**src/rtl/scl_tg_pkg.sv**
```systemverilog
package scl_tg_pkg;

  typedef enum logic [1:0] {
    ST_IDLE  = 2'd0,
    ST_SETUP = 2'd1,
    ST_LOW   = 2'd2,
    ST_HIGH  = 2'd3
  } tg_state_t;

  // Sample tick inside the high phase at which SDA is sampled (floor of half).
  function automatic logic [15:0] mid_tick(input logic [15:0] cnt);
    return cnt >> 1;
  endfunction

  // Length of a phase in source clocks for the given stored-minus-one values.
  function automatic int unsigned phase_clocks(input int unsigned cnt,
                                               input int unsigned smp,
                                               input int unsigned div);
    return (cnt + 1) * (smp + 1) * (div + 1);
  endfunction

endpackage

```
**src/rtl/scl_tg_modcnt.sv**
```systemverilog
module scl_tg_modcnt #(
  parameter int W = 4
) (
  input  logic         clk,
  input  logic         rst_n,
  input  logic         clr,
  input  logic         en,
  input  logic [W-1:0] lim,
  output logic [W-1:0] cnt,
  output logic         tick
);

  assign tick = en && (cnt == lim);

  always_ff @(posedge clk or negedge rst_n) begin
    if (!rst_n)      cnt <= '0;
    else if (clr)    cnt <= '0;
    else if (tick)   cnt <= '0;
    else if (en)     cnt <= cnt + 1'b1;
  end

endmodule

```
**src/rtl/scl_phase_gen.sv**
```systemverilog
module scl_phase_gen #(
  parameter int DIV_W = 4,
  parameter int SMP_W = 4,
  parameter int CNT_W = 6,
  parameter int STA_W = 8
) (
  input  logic             clk,
  input  logic             rst_n,
  input  logic             run,
  input  logic             stop,
  input  logic [DIV_W-1:0] clk_div_m1,
  input  logic [SMP_W-1:0] sample_m1,
  input  logic [CNT_W-1:0] high_cnt,
  input  logic [CNT_W-1:0] low_cnt,
  input  logic [CNT_W-1:0] sda_point,
  input  logic             sta_en,
  input  logic [STA_W-1:0] sta_len_m1,
  output logic             scl,
  output logic             sda_upd,
  output logic             sda_smp,
  output logic             phase_done
);
  import scl_tg_pkg::*;

  localparam int MIDW = 16;

  tg_state_t state_q, state_d;
  logic stop_q;

  // Named internal events, used by the bound checker.
  logic idle_w, setup_w, low_w, high_w, active_w;
  logic div_tick, smp_tick, ph_end, setup_end;
  logic [DIV_W-1:0] div_cnt;
  logic [SMP_W-1:0] smp_cnt;
  logic [CNT_W-1:0] ph_cnt, ph_lim, mid_pt;
  logic [STA_W-1:0] sta_cnt;
  logic [MIDW-1:0]  mid_full;

  assign idle_w   = (state_q == ST_IDLE);
  assign setup_w  = (state_q == ST_SETUP);
  assign low_w    = (state_q == ST_LOW);
  assign high_w   = (state_q == ST_HIGH);
  assign active_w = low_w || high_w;

  scl_tg_modcnt #(.W(STA_W)) u_setup (
    .clk(clk), .rst_n(rst_n), .clr(!setup_w), .en(setup_w),
    .lim(sta_len_m1), .cnt(sta_cnt), .tick(setup_end)
  );

  scl_tg_modcnt #(.W(DIV_W)) u_div (
    .clk(clk), .rst_n(rst_n), .clr(!active_w), .en(active_w),
    .lim(clk_div_m1), .cnt(div_cnt), .tick(div_tick)
  );

  scl_tg_modcnt #(.W(SMP_W)) u_smp (
    .clk(clk), .rst_n(rst_n), .clr(!active_w), .en(div_tick),
    .lim(sample_m1), .cnt(smp_cnt), .tick(smp_tick)
  );

  assign ph_lim = low_w ? low_cnt : high_cnt;

  scl_tg_modcnt #(.W(CNT_W)) u_phase (
    .clk(clk), .rst_n(rst_n), .clr(!active_w), .en(smp_tick),
    .lim(ph_lim), .cnt(ph_cnt), .tick(ph_end)
  );

  assign mid_full = mid_tick(MIDW'(high_cnt));
  assign mid_pt   = mid_full[CNT_W-1:0];

  always_comb begin
    state_d = state_q;
    unique case (state_q)
      ST_IDLE:  if (run) state_d = sta_en ? ST_SETUP : ST_LOW;
      ST_SETUP: if (setup_end) state_d = ST_LOW;
      ST_LOW:   if (ph_end) state_d = ST_HIGH;
      ST_HIGH:  if (ph_end) state_d = (stop_q || stop) ? ST_IDLE : ST_LOW;
      default:  state_d = ST_IDLE;
    endcase
  end

  always_ff @(posedge clk or negedge rst_n) begin
    if (!rst_n) begin
      state_q <= ST_IDLE;
      stop_q  <= 1'b0;
    end else begin
      state_q <= state_d;
      if (state_d == ST_IDLE)  stop_q <= 1'b0;
      else if (stop && !idle_w) stop_q <= 1'b1;
    end
  end

  assign scl        = !low_w;
  assign phase_done = ph_end;
  assign sda_upd    = low_w && smp_tick && (ph_cnt == sda_point);
  assign sda_smp    = high_w && smp_tick && (ph_cnt == mid_pt);

endmodule

```
**config.mk**
```make
export PLATFORM = sky130hd
export DESIGN_NAME = scl_phase_gen
export DESIGN_NICKNAME = d
export VERILOG_FILES = /design/src/rtl/scl_tg_pkg.sv /design/src/rtl/scl_tg_modcnt.sv /design/src/rtl/scl_phase_gen.sv
export SDC_FILE = /design/constraint.sdc
export NUM_CORES = 1
export LEC_CHECK = 0
export BUFFER_PORTS_ARGS = -buffer_cell sky130_fd_sc_hd__buf_2
export CORE_MARGIN = 1.5
export CORE_UTILIZATION = 38
export DETAILED_ROUTE_END_ITERATION = 6
export MAX_ROUTING_LAYER = met4
export PLACE_DENSITY_LB_ADDON = 0.05
export SLEW_MARGIN = 20
export SYNTH_ARGS = -nofsm -noshare
export SYNTH_HDL_FRONTEND = slang
export SYNTH_SLANG_ARGS = --single-unit
```
**constraint.sdc**
```tcl
create_clock -name clk -period 4.8 [get_ports clk]
set_clock_uncertainty 0.05 [all_clocks]
set_input_delay 0.48 -clock clk [delete_from_list [all_inputs] [get_ports clk]]
set_output_delay 0.48 -clock clk [all_outputs]
set_load 0.05 [all_outputs]
```
# Yosys cells after proc, flatten, opt, wreduce, memory -nomap -nowiden

Index checks and enable logic that the tools add are counted.

$add $sub $neg: 4
Mux-type cells: 20
Reductions and logical operators: 16
Equal/unequal tests: 11

Operators with widths:

| operator                                             | count |
|---|---|
| two-way mux 6 bit                                    | 4 |
| two-way mux 4 bit                                    | 5 |
| two-way mux 8 bit                                    | 2 |
| equality test 6 bit                                  | 2 |
| two-way mux 2 bit                                    | 6 |
| logical AND 1 bit                                    | 9 |
| adder 4 x 1 -> 4 bit (second input constant)         | 2 |
| adder 8 x 1 -> 8 bit (second input constant)         | 1 |
| equality test 4 bit                                  | 2 |
| equality test 8 bit                                  | 1 |
| one-hot mux 2 bit (4 select lines)                   | 1 |
| adder 6 x 1 -> 6 bit (second input constant)         | 1 |
| equality test 6 x 5 -> 1 bit                         | 1 |
| equality test 2 bit (second input constant)          | 2 |
| zero test 2 bit                                      | 2 |
| != test 3 x 2 -> 1 bit (second input constant)       | 1 |
| != test 3 bit (second input constant)                | 1 |
| equality test 2 x 1 -> 1 bit (second input constant) | 1 |
| zero test 1 bit                                      | 2 |
| logical OR 1 bit                                     | 2 |
| two-way mux 1 bit                                    | 2 |
| nonzero test 2 bit                                   | 1 |

Word-level logic and storage cells: 57
Bits in registers: 25
Output and inout bits: 4

# Logic depth before layout (Yosys ltp)

Gate-level depths: netlist of the first run.

Depth after elaboration: 9
Mapped depth: 8
Mapped depth without buffers: 6

# Cells and area by module

From an unflattened synthesis of the first run, not the netlist that was laid out.

Cells, all modules: 202
Area total of the unflattened synthesis: 1896.8 µm²

By module, submodules not included:

| module                     | cells an instance | instances | area each (µm²) |
|---|---|---|---|
| scl_tg_modcnt at u_div ... | 32                | 2         | 275.3 |
| scl_tg_modcnt at u_setup   | 52                | 1         | 533.0 |
| scl_phase_gen              | 47                | 1         | 429.2 |
| scl_tg_modcnt at u_phase   | 39                | 1         | 384.1 |

# Worst setup path before layout of the first run

No wires, ideal clock.

Path type: input-to-output
Start point: in clk_div_m1[2]
End point: out sda_upd
Slack: 2.060 ns
Arrival time: 2.210 ns
Path buffers: 0
Cell stages on the path: 4
Cells stage by stage: xnor2_1 nand4_1 nand4b_1 nor3_1

Cells in the longest elaborated chain, start to end: 5

Ends and longest elaborated chain:

| item                            | RTL line            | RTL |
|---|---|---|
| from (decl)                     | scl_phase_gen.sv:11 | `input logic [DIV_W-1:0] clk_div_m1,` |
| equality test 4 bit             | scl_tg_modcnt.sv:13 | `assign tick = en && (cnt == lim);` |
| logical AND 1 bit (2 in series) | scl_tg_modcnt.sv:13 |  |
| logical AND 1 bit (2 in series) | scl_phase_gen.sv:94 | `assign sda_upd = low_w && smp_tick && (ph_cnt == sda_point);` |
| to (decl)                       | scl_phase_gen.sv:19 | `output logic sda_upd,` |

No other way between the ends.

# Worst setup path after layout of the first run

Start point: reg state_q[1]
End point: out phase_done

Cells in the longest elaborated chain, start to end: 5
Elaborated cells between the ends (all ways): 8
Those cells by class: eq/ne (3); mux (1); reduce/logical (4)

Ends and longest elaborated chain:

| item                                                                      | RTL line            | RTL |
|---|---|---|
| from (decl)                                                               | scl_phase_gen.sv:27 | `tg_state_t state_q, state_d;` |
| from (signal assigned)                                                    | scl_phase_gen.sv:86 | `state_q <= state_d;` |
| parallel branches: the longest is 4 deep, another holds two-way mux 6 bit | --                  |  |
| logical AND 1 bit (*)                                                     | scl_tg_modcnt.sv:13 |  |
| to (decl)                                                                 | scl_phase_gen.sv:21 | `output logic phase_done` |

Mark *: on every way between the ends.

==> key figures, run 1 <==
Status
  – Status: completed

Final layout
  – Commonest non-fill, non-tap cell in the layout: buf_2
  – Area growth from synthesis to layout: 15.9%
  – Final #Nets: around 260
  – Layout cells sized above 1: between 20 and 25%
  – Layout Cells excl Fill: 272
  – # diodes: 0
  – Most frequent cells in the layout: 42 x buf_2, 32 x xnor2_1, 25 x nor2_1, 25 x dfrtp_1, 16 x xor2_1

STA
  – RSZ-0062 raised after global routing: no
  – Worst rel slew slack: 56.4%
  – Crit path time final: about 2.8 ns
  – Setup TNS: 0 ns
  – Worst-Margin Slew: ~0.65 ns
  – Hold Fails Final Rpt: 0
  – # setup viols final: 0
  – Count of pins over their slew limit: 0
  – F_max: ~0.36 GHz
  – Fin crit share: between 50% and 60%

GRT
  – Vias in the first global route: between 1k and 1.5k
  – Largest net degree at the start of global routing: 26
  – Initial antenna violation count: 0
  – First-pass GRT wire length: a little over 6000 µm
  – Gr usage total: around 16%
  – GR Overflow Total: 0

Floorplan
  – Rows: 24
  – Die X-Extent: between 60 and 70 µm
  – I/O pin count: 43
  – Core ar.: 0.00432 mm²
  – Die area: between 0.004 and 0.005 mm²
  – Chip Height: between 60 and 70 µm
  – Initial core utilization: 39.0%

Clock network
  – # resized after CTS: 0
  – CTS clock-pin slew for the worst setup and hold paths: around 0.09 ns
  – H-tree depth: 1
  – Clock Sinks: 25
  – CTS tree: yes
  – Clk_lat worst skew: around 0.27 ns
  – Num CTS Buffers: 3
  – Max clock buf depth: 2
  – # Post-CTS Setup Buffers: 0
  – Hold Buf Count CTS: 0
  – Root Driver: clkbuf_8

Critical path
  – Crit path DAT: approximately 2.2 ns
  – Crit start category: flip-flop
  – Worst reg2reg path depth: 5
  – Kind of critical path: reg2out
  – Critical Path, Cell by Cell: nand2b_1 > mux2i_1 > xor2_1 > nand3_2 > nor2_1 > buf_2
  – CP delay by family, top: flip-flops
  – Setup crit end kind: primary output
  – Slowest cell delay on critical path: ~0.68 ns
  – Slowest stage cell, crit path: dfrtp_1
  – CP bufs+invs: 1
  – CP required: around 4.3 ns
  – Crit path depth: 6
  – Crit Path Max Fanout: 19

Synthesis
  – Main combinational cell family by area after synthesis: XOR/XNOR gates
  – Sequential-to-total area share from yosys stat: between 30 and 40%
  – Post-Synth XOR/XNOR Area: between 20% and 30%
  – Syn_nets: roughly 230
  – Post-synthesis mux area share: 1.78%
  – Synth Area per Inst: 9.12 µm²
  – Simple-gate share of the synthesized area: around 22%
  – Synthesized-area fraction occupied by adder cells: ~3%
  – Mapped Area: between 0.0015 and 0.002 mm²
  – Synth Register Bits: 25
  – Post-synth cell types: 37
  – Synth Area in Compound Gates: 6.45%
  – Ys Warns: 0
  – Mapped Cells: roughly 190

Power and ir drop
  – Sw frac: between 30% and 40%
  – Internal power: ~0.4 mW
  – Final Power: 0.618 mW
  – Maximum VDD drop: 0.161 mV
  – Flop pwr share: between 40% and 50%
  – Pwr per Cell Area: about 320 mW/mm²
  – Combinational Power Share: 31.9%
  – Switching pwr: 0.217 mW
  – Leak: approximately 0.87 nW
  – Clk network pwr share: 20.3%

Drt
  – Antenna Violating Nets Remaining: 0
  – First-pass DRT Iterations: 4
  – DR iter-0 viols: 63
  – Number of vias per cell: between 5 and 6
  – # DRC: 0
  – Drt wl/cell: about 13 µm
  – Vias: roughly 1.4k
  – Drt total wl: between 3000 and 4000 µm

Placement
  – Inst Count DP: ~270
  – Gp weighted congestion: 0.791
  – Port bufs: 42
  – DPL Wire Length: ~2700 µm

Hold path
  – Min-Delay Path Class: in2async

Job
  – Max-cap violation count: 0
==> Yosys cell counts, drive strengths merged <==
master   n  area (µm²)
o21ai    5        25.0
o311a    1        10.0
a221o    1        11.3
inv      6        22.5
clkbuf   7        27.5
or2b     1        7.51
nor2b    2        12.5
a32oi    1        8.76
buf      4        28.8
o31ai    1        7.51
nor3b    1        7.51
xor2    16         140
nor4b    1        8.76
nor2    25        93.8
nor3     3        15.0
nand2b   1        6.26
xnor2   32         280
or4      1        7.51
o22ai    1        6.26
a21boi   1        7.51
ha       4        50.1
nand3   13        70.1
and3     5        31.3
nand4b   2        17.5
o41ai    1        16.3
nand2   10        37.5
or3b     1        8.76
a22oi    1        7.51
mux2i    3        30.0
dfrtp   25         626
nor4     1        6.26
nand4    7        43.8
a21oi    1        8.76
==> per-stage QoR <==
stage          util (%)  hold WS (ns)  setup WS, ns  area, µm²
2_1_floorplan         -         0.134          2.06       1690
3_3_place_gp       44.1         0.456          2.35       1910
3_5_place_dp       44.1         0.460          2.27       1910
4_1_cts            45.2         0.159          2.03       1960
5_1_grt            45.2         0.180          1.82       1960
6_report           45.2         0.136          2.05       1960
==> routing by layer <==
layer	global-route usage (%)	up-vias	share of wire, %	routed length, µm
met3	2.91	4	5.2	178
met2	26.5	40	48	1650
met5	-	-	0	0
li1	-	691	-	-
met1	19.9	635	45	1550
met4	4.70	0	1.4	49
==> registers in the layout (all words and copies together) (netlist names) <==
register / count
u_setup.cnt: 8
u_phase.cnt: 6
u_div.cnt: 4
u_smp.cnt: 4
state_q: 2
stop_q: 1
==> final cells by class <==
| class | instances | area (µm²) |
|---|---|---|
| Clock buffer | 3 | 41.3 |
| Clock inverter | 1 | 7.51 |
| Fill cell | 423 | 2370 |
| Inverter | 6 | 22.5 |
| Multi-Input combinational cell | 143 | 983 |
| Sequential cell | 25 | 626 |
| Tap cell | 52 | 65.1 |
| Timing Repair Buffer | 42 | 210 |
==> kinds of logic (layout without fill, tap and decap cells) <==
group / after synthesis / in the layout
mux: 3 / 3
simple gates: 74 / 74
buf+inv: 17 / 52
compound gates: 14 / 14
flops: 25 / 25
xor+xnor: 48 / 48
fa+ha+maj: 4 / 4
==> final timing paths <==
path                                        to  slack (ns)          from
worst min register to register    u_div.cnt[0]        0.47  u_div.cnt[0]
worst max register to register          stop_q        2.47  u_div.cnt[0]
min in group clk                  u_div.cnt[0]        0.47  u_div.cnt[0]
worst max-delay path                phase_done        2.05    state_q[1]
max in group asynchronous       u_setup.cnt[1]        4.20         rst_n
worst min-delay path            u_setup.cnt[7]        0.14         rst_n
==> power by group through the flow <==
stage / Sequential, mW / Combinational, mW / Clock [mW]
finish: 0.295 / 0.197 / 0.126
global route: 0.303 / 0.228 / 0.141
CTS: 0.295 / 0.201 / 0.132
detailed placement: 0.300 / 0.200 / 0
global placement: 0.300 / 0.197 / 0
floorplan: 0.282 / 0.172 / 0
(Power assumes the default switching activity.)
==> run 2: changes to the inputs <==
clock period = 2.7 ns   (was 4.8 ns; I/O delays follow)
==> run 2 against run 1 <==
Register-to-register slack worse by 2.0 ns. Critical endpoint is now sda_upd. Core utilization up 0.58 points. Total power up 80%. Largest power group unchanged. Via count up 1.2%. Non-clock buffer count up 3. Die area unchanged. Clock power up 81%. Setup slack worse by 1.7 ns. Global-route usage up 0.63 points.
==> key figures, run 2 (synthesis gave the netlist of run 1 again) <==
Floorplan
  – Die area: 0.00485 mm² (unchanged)
  – I/O pin count: 43 (unchanged)
  – Core ar.: 0.00432 mm² (unchanged)
  – Chip Height: 69.6 µm (unchanged)
  – Initial core utilization: 39.0% (unchanged)
  – Rows: 24 (unchanged)
  – Die X-Extent: 69.6 µm (unchanged)

GRT
  – GR Overflow Total: 0 (unchanged)
  – Initial antenna violation count: 0 (unchanged)
  – Gr usage total: 16.5% (+0.63 points)
  – First-pass GRT wire length: 6330 µm (+2.7%)
  – Largest net degree at the start of global routing: 26 (unchanged)
  – Vias in the first global route: 1423 (+3.0%)

Critical path
  – CP bufs+invs: 1 (unchanged)
  – Slowest stage cell, crit path: dfrtp_1
  – Crit start category: flip-flop
  – Slowest cell delay on critical path: 0.44 ns (-0.24 ns)
  – Worst r2r src: u_div.cnt[0]
  – Worst reg2reg setup slack: 0.44 ns (-2.03 ns)
  – Setup crit end kind: primary output
  – Worst reg2reg path depth: 7 (+2)
  – Crit Path Max Fanout: 8 (-11)
  – Critical Path, Cell by Cell: xnor2_1 > nand4_1 > nand4b_1 > nor3_1 > buf_2
  – Crit path DAT: 2.06 ns (-0.16 ns)
  – CP required: 2.38 ns (-1.89 ns)
  – Reg2reg end: u_phase.cnt[2]
  – CP delay by family, top: simple AND/OR/NAND/NOR gates
  – Kind of critical path: reg2out

Clock network
  – # resized after CTS: 0 (unchanged)
  – CTS clock-pin slew for the worst setup and hold paths: 0.09 ns (about the same)
  – Root Driver: clkbuf_8
  – CTS tree: yes
  – Clk_lat worst skew: 0.27 ns (about the same)
  – Clock Sinks: 25 (unchanged)
  – Num CTS Buffers: 3 (unchanged)
  – Max clock buf depth: 2 (unchanged)
  – H-tree depth: 1 (unchanged)

STA
  – Fin crit share: between 80% and 90%
  – WHS: 0.350 ns (+0.214 ns)
  – Count of pins over their slew limit: 0 (unchanged)
  – # setup viols final: 0 (unchanged)
  – Hold Fails Final Rpt: 0 (unchanged)
  – F_max: approximately 0.42 GHz
  – Setup TNS: 0 ns (unchanged)
  – Crit path time final: ~2.4 ns
  – Worst rel slew slack: 62.8% (+6.4 points)
  – Worst-Margin Slew: 0.558 ns (-0.0926 ns)
  – RSZ-0062 raised after global routing: no
  – Final Worst Setup Slack: 0.316 ns (-1.73 ns)

Final layout
  – Largest regs: u_setup.cnt x8, u_phase.cnt x6
  – Max FFs per register: 8 (unchanged)
  – Commonest non-fill, non-tap cell in the layout: buf_2
  – Fillers: 449 (+6.1%)
  – Most frequent cells in the layout: 42 x buf_2, 32 x xnor2_1, 25 x nor2_1, 25 x dfrtp_1, 16 x xor2_1
  – Final instance area: 0.00198 mm² (+1.3%)
  – # diodes: 0 (unchanged)
  – Final #Nets: 267 (+1.1%)
  – Layout cells sized above 1: 23.8% (+0.58 points)
  – Area growth from synthesis to layout: 17.3%
  – Final Util: 45.8% (+0.58 points)
  – Layout Cells excl Fill: 275 (+1.1%)
  – Top reg by flops: u_setup.cnt

Power and ir drop
  – Maximum VDD drop: 0.232 mV (+44%)
  – Final Power: 1.11 mW (+80%)
  – Pwr per Cell Area: 561 mW/mm² (+78%)
  – Leak: 0.880 nW (+1.4%)

Drt
  – DR iter-0 viols: 52 (-17%)
  – # DRC: 0 (unchanged)
  – Drt wl/cell: 13.2 µm (+4.6%)
  – Number of vias per cell: 5.04 (about the same)
  – Drt total wl: 3630 µm (+5.8%)
  – Antenna Violating Nets Remaining: 0 (unchanged)
  – First-pass DRT Iterations: 4 (unchanged)
  – Vias: 1386 (+1.2%)

Hold path
  – Min-Delay Path Class: in2reg
  – Hold EP: stop_q
  – Hold depth: 4
  – Worst hold path startpoint: stop

Placement
  – Port bufs: 42 (unchanged)
  – Placed Area: 0.00192 mm² (+0.79%)
  – Gp weighted congestion: 0.768 (-2.9%)
  – Inst Count DP: 270 (+0.75%)
  – Pre-CTS setup slack: 0.466 ns (-1.80 ns)
  – DPL Wire Length: 2880 µm (+6.6%)

Job
  – Max-cap violation count: 0 (unchanged)

Status
  – Status: completed
==> run 2: cell count changes in the layout (fill, tap and decap cells not counted), sizes merged <==
cell / change
buf: +2
dlygate4sd3: +1
==> run 2: power breakdown <==
part	leakage (nW)	switching (mW)	total [mW]	internal (mW)
clock	0.0217	0.123	0.228	0.105
combinational	0.532	0.186	0.359	0.173
sequential	0.327	0.0872	0.525	0.437
==> run 2: area by class of cell <==
class	instances	area [µm²]	area share (%)
clock buffer	3	41.3	2.08
clock inverter	1	7.51	0.379
inverter	6	22.5	1.14
multi-input combinational	143	983	49.7
sequential	25	626	31.6
tap	52	65.1	3.28
timing repair buffer	45	235	11.9
==> run 2: timing repair <==
item                                    CTS  global route
setup buffers                             0             0
hold buffers                              1             0
endpoints found under the setup margin    0             0
endpoints found under the hold margin    25             0
==> run 2: worst register-to-register path, stage by stage (launching register included) <==
cell and delay (ns):
dfrtp_1 0.44, xnor2_1 0.19, nand4_1 0.30, nand4b_1 0.55
buf_4 0.32, nor3b_1 0.18, a32oi_1 0.07, o31ai_1 0.08
==> run 2: worst max-delay path by stage <==
stage                     depth (start not counted)              to  slack [ns]      startpoint
final                                             5         sda_upd        0.32    u_div.cnt[0]
after floorplan                                   5         sda_upd        0.25  u_phase.cnt[2]
after detailed placement                          7  u_phase.cnt[2]        0.47    u_div.cnt[0]
after global placement                            7  u_phase.cnt[2]        0.63    u_div.cnt[2]
after global routing                              6      phase_done        0.13      state_q[0]
after CTS                                         5         sda_upd        0.29    u_div.cnt[0]
==> run 2: layer usage <==
layer / GRT usage [%] / wire (µm) / vias to the layer above
li1: - / - / 696
met1: 20.1 / 1630 / 652
met2: 28.2 / 1780 / 34
met3: 2.03 / 159 / 4
met4: 6.20 / 54 / 0
met5: - / 0 / -
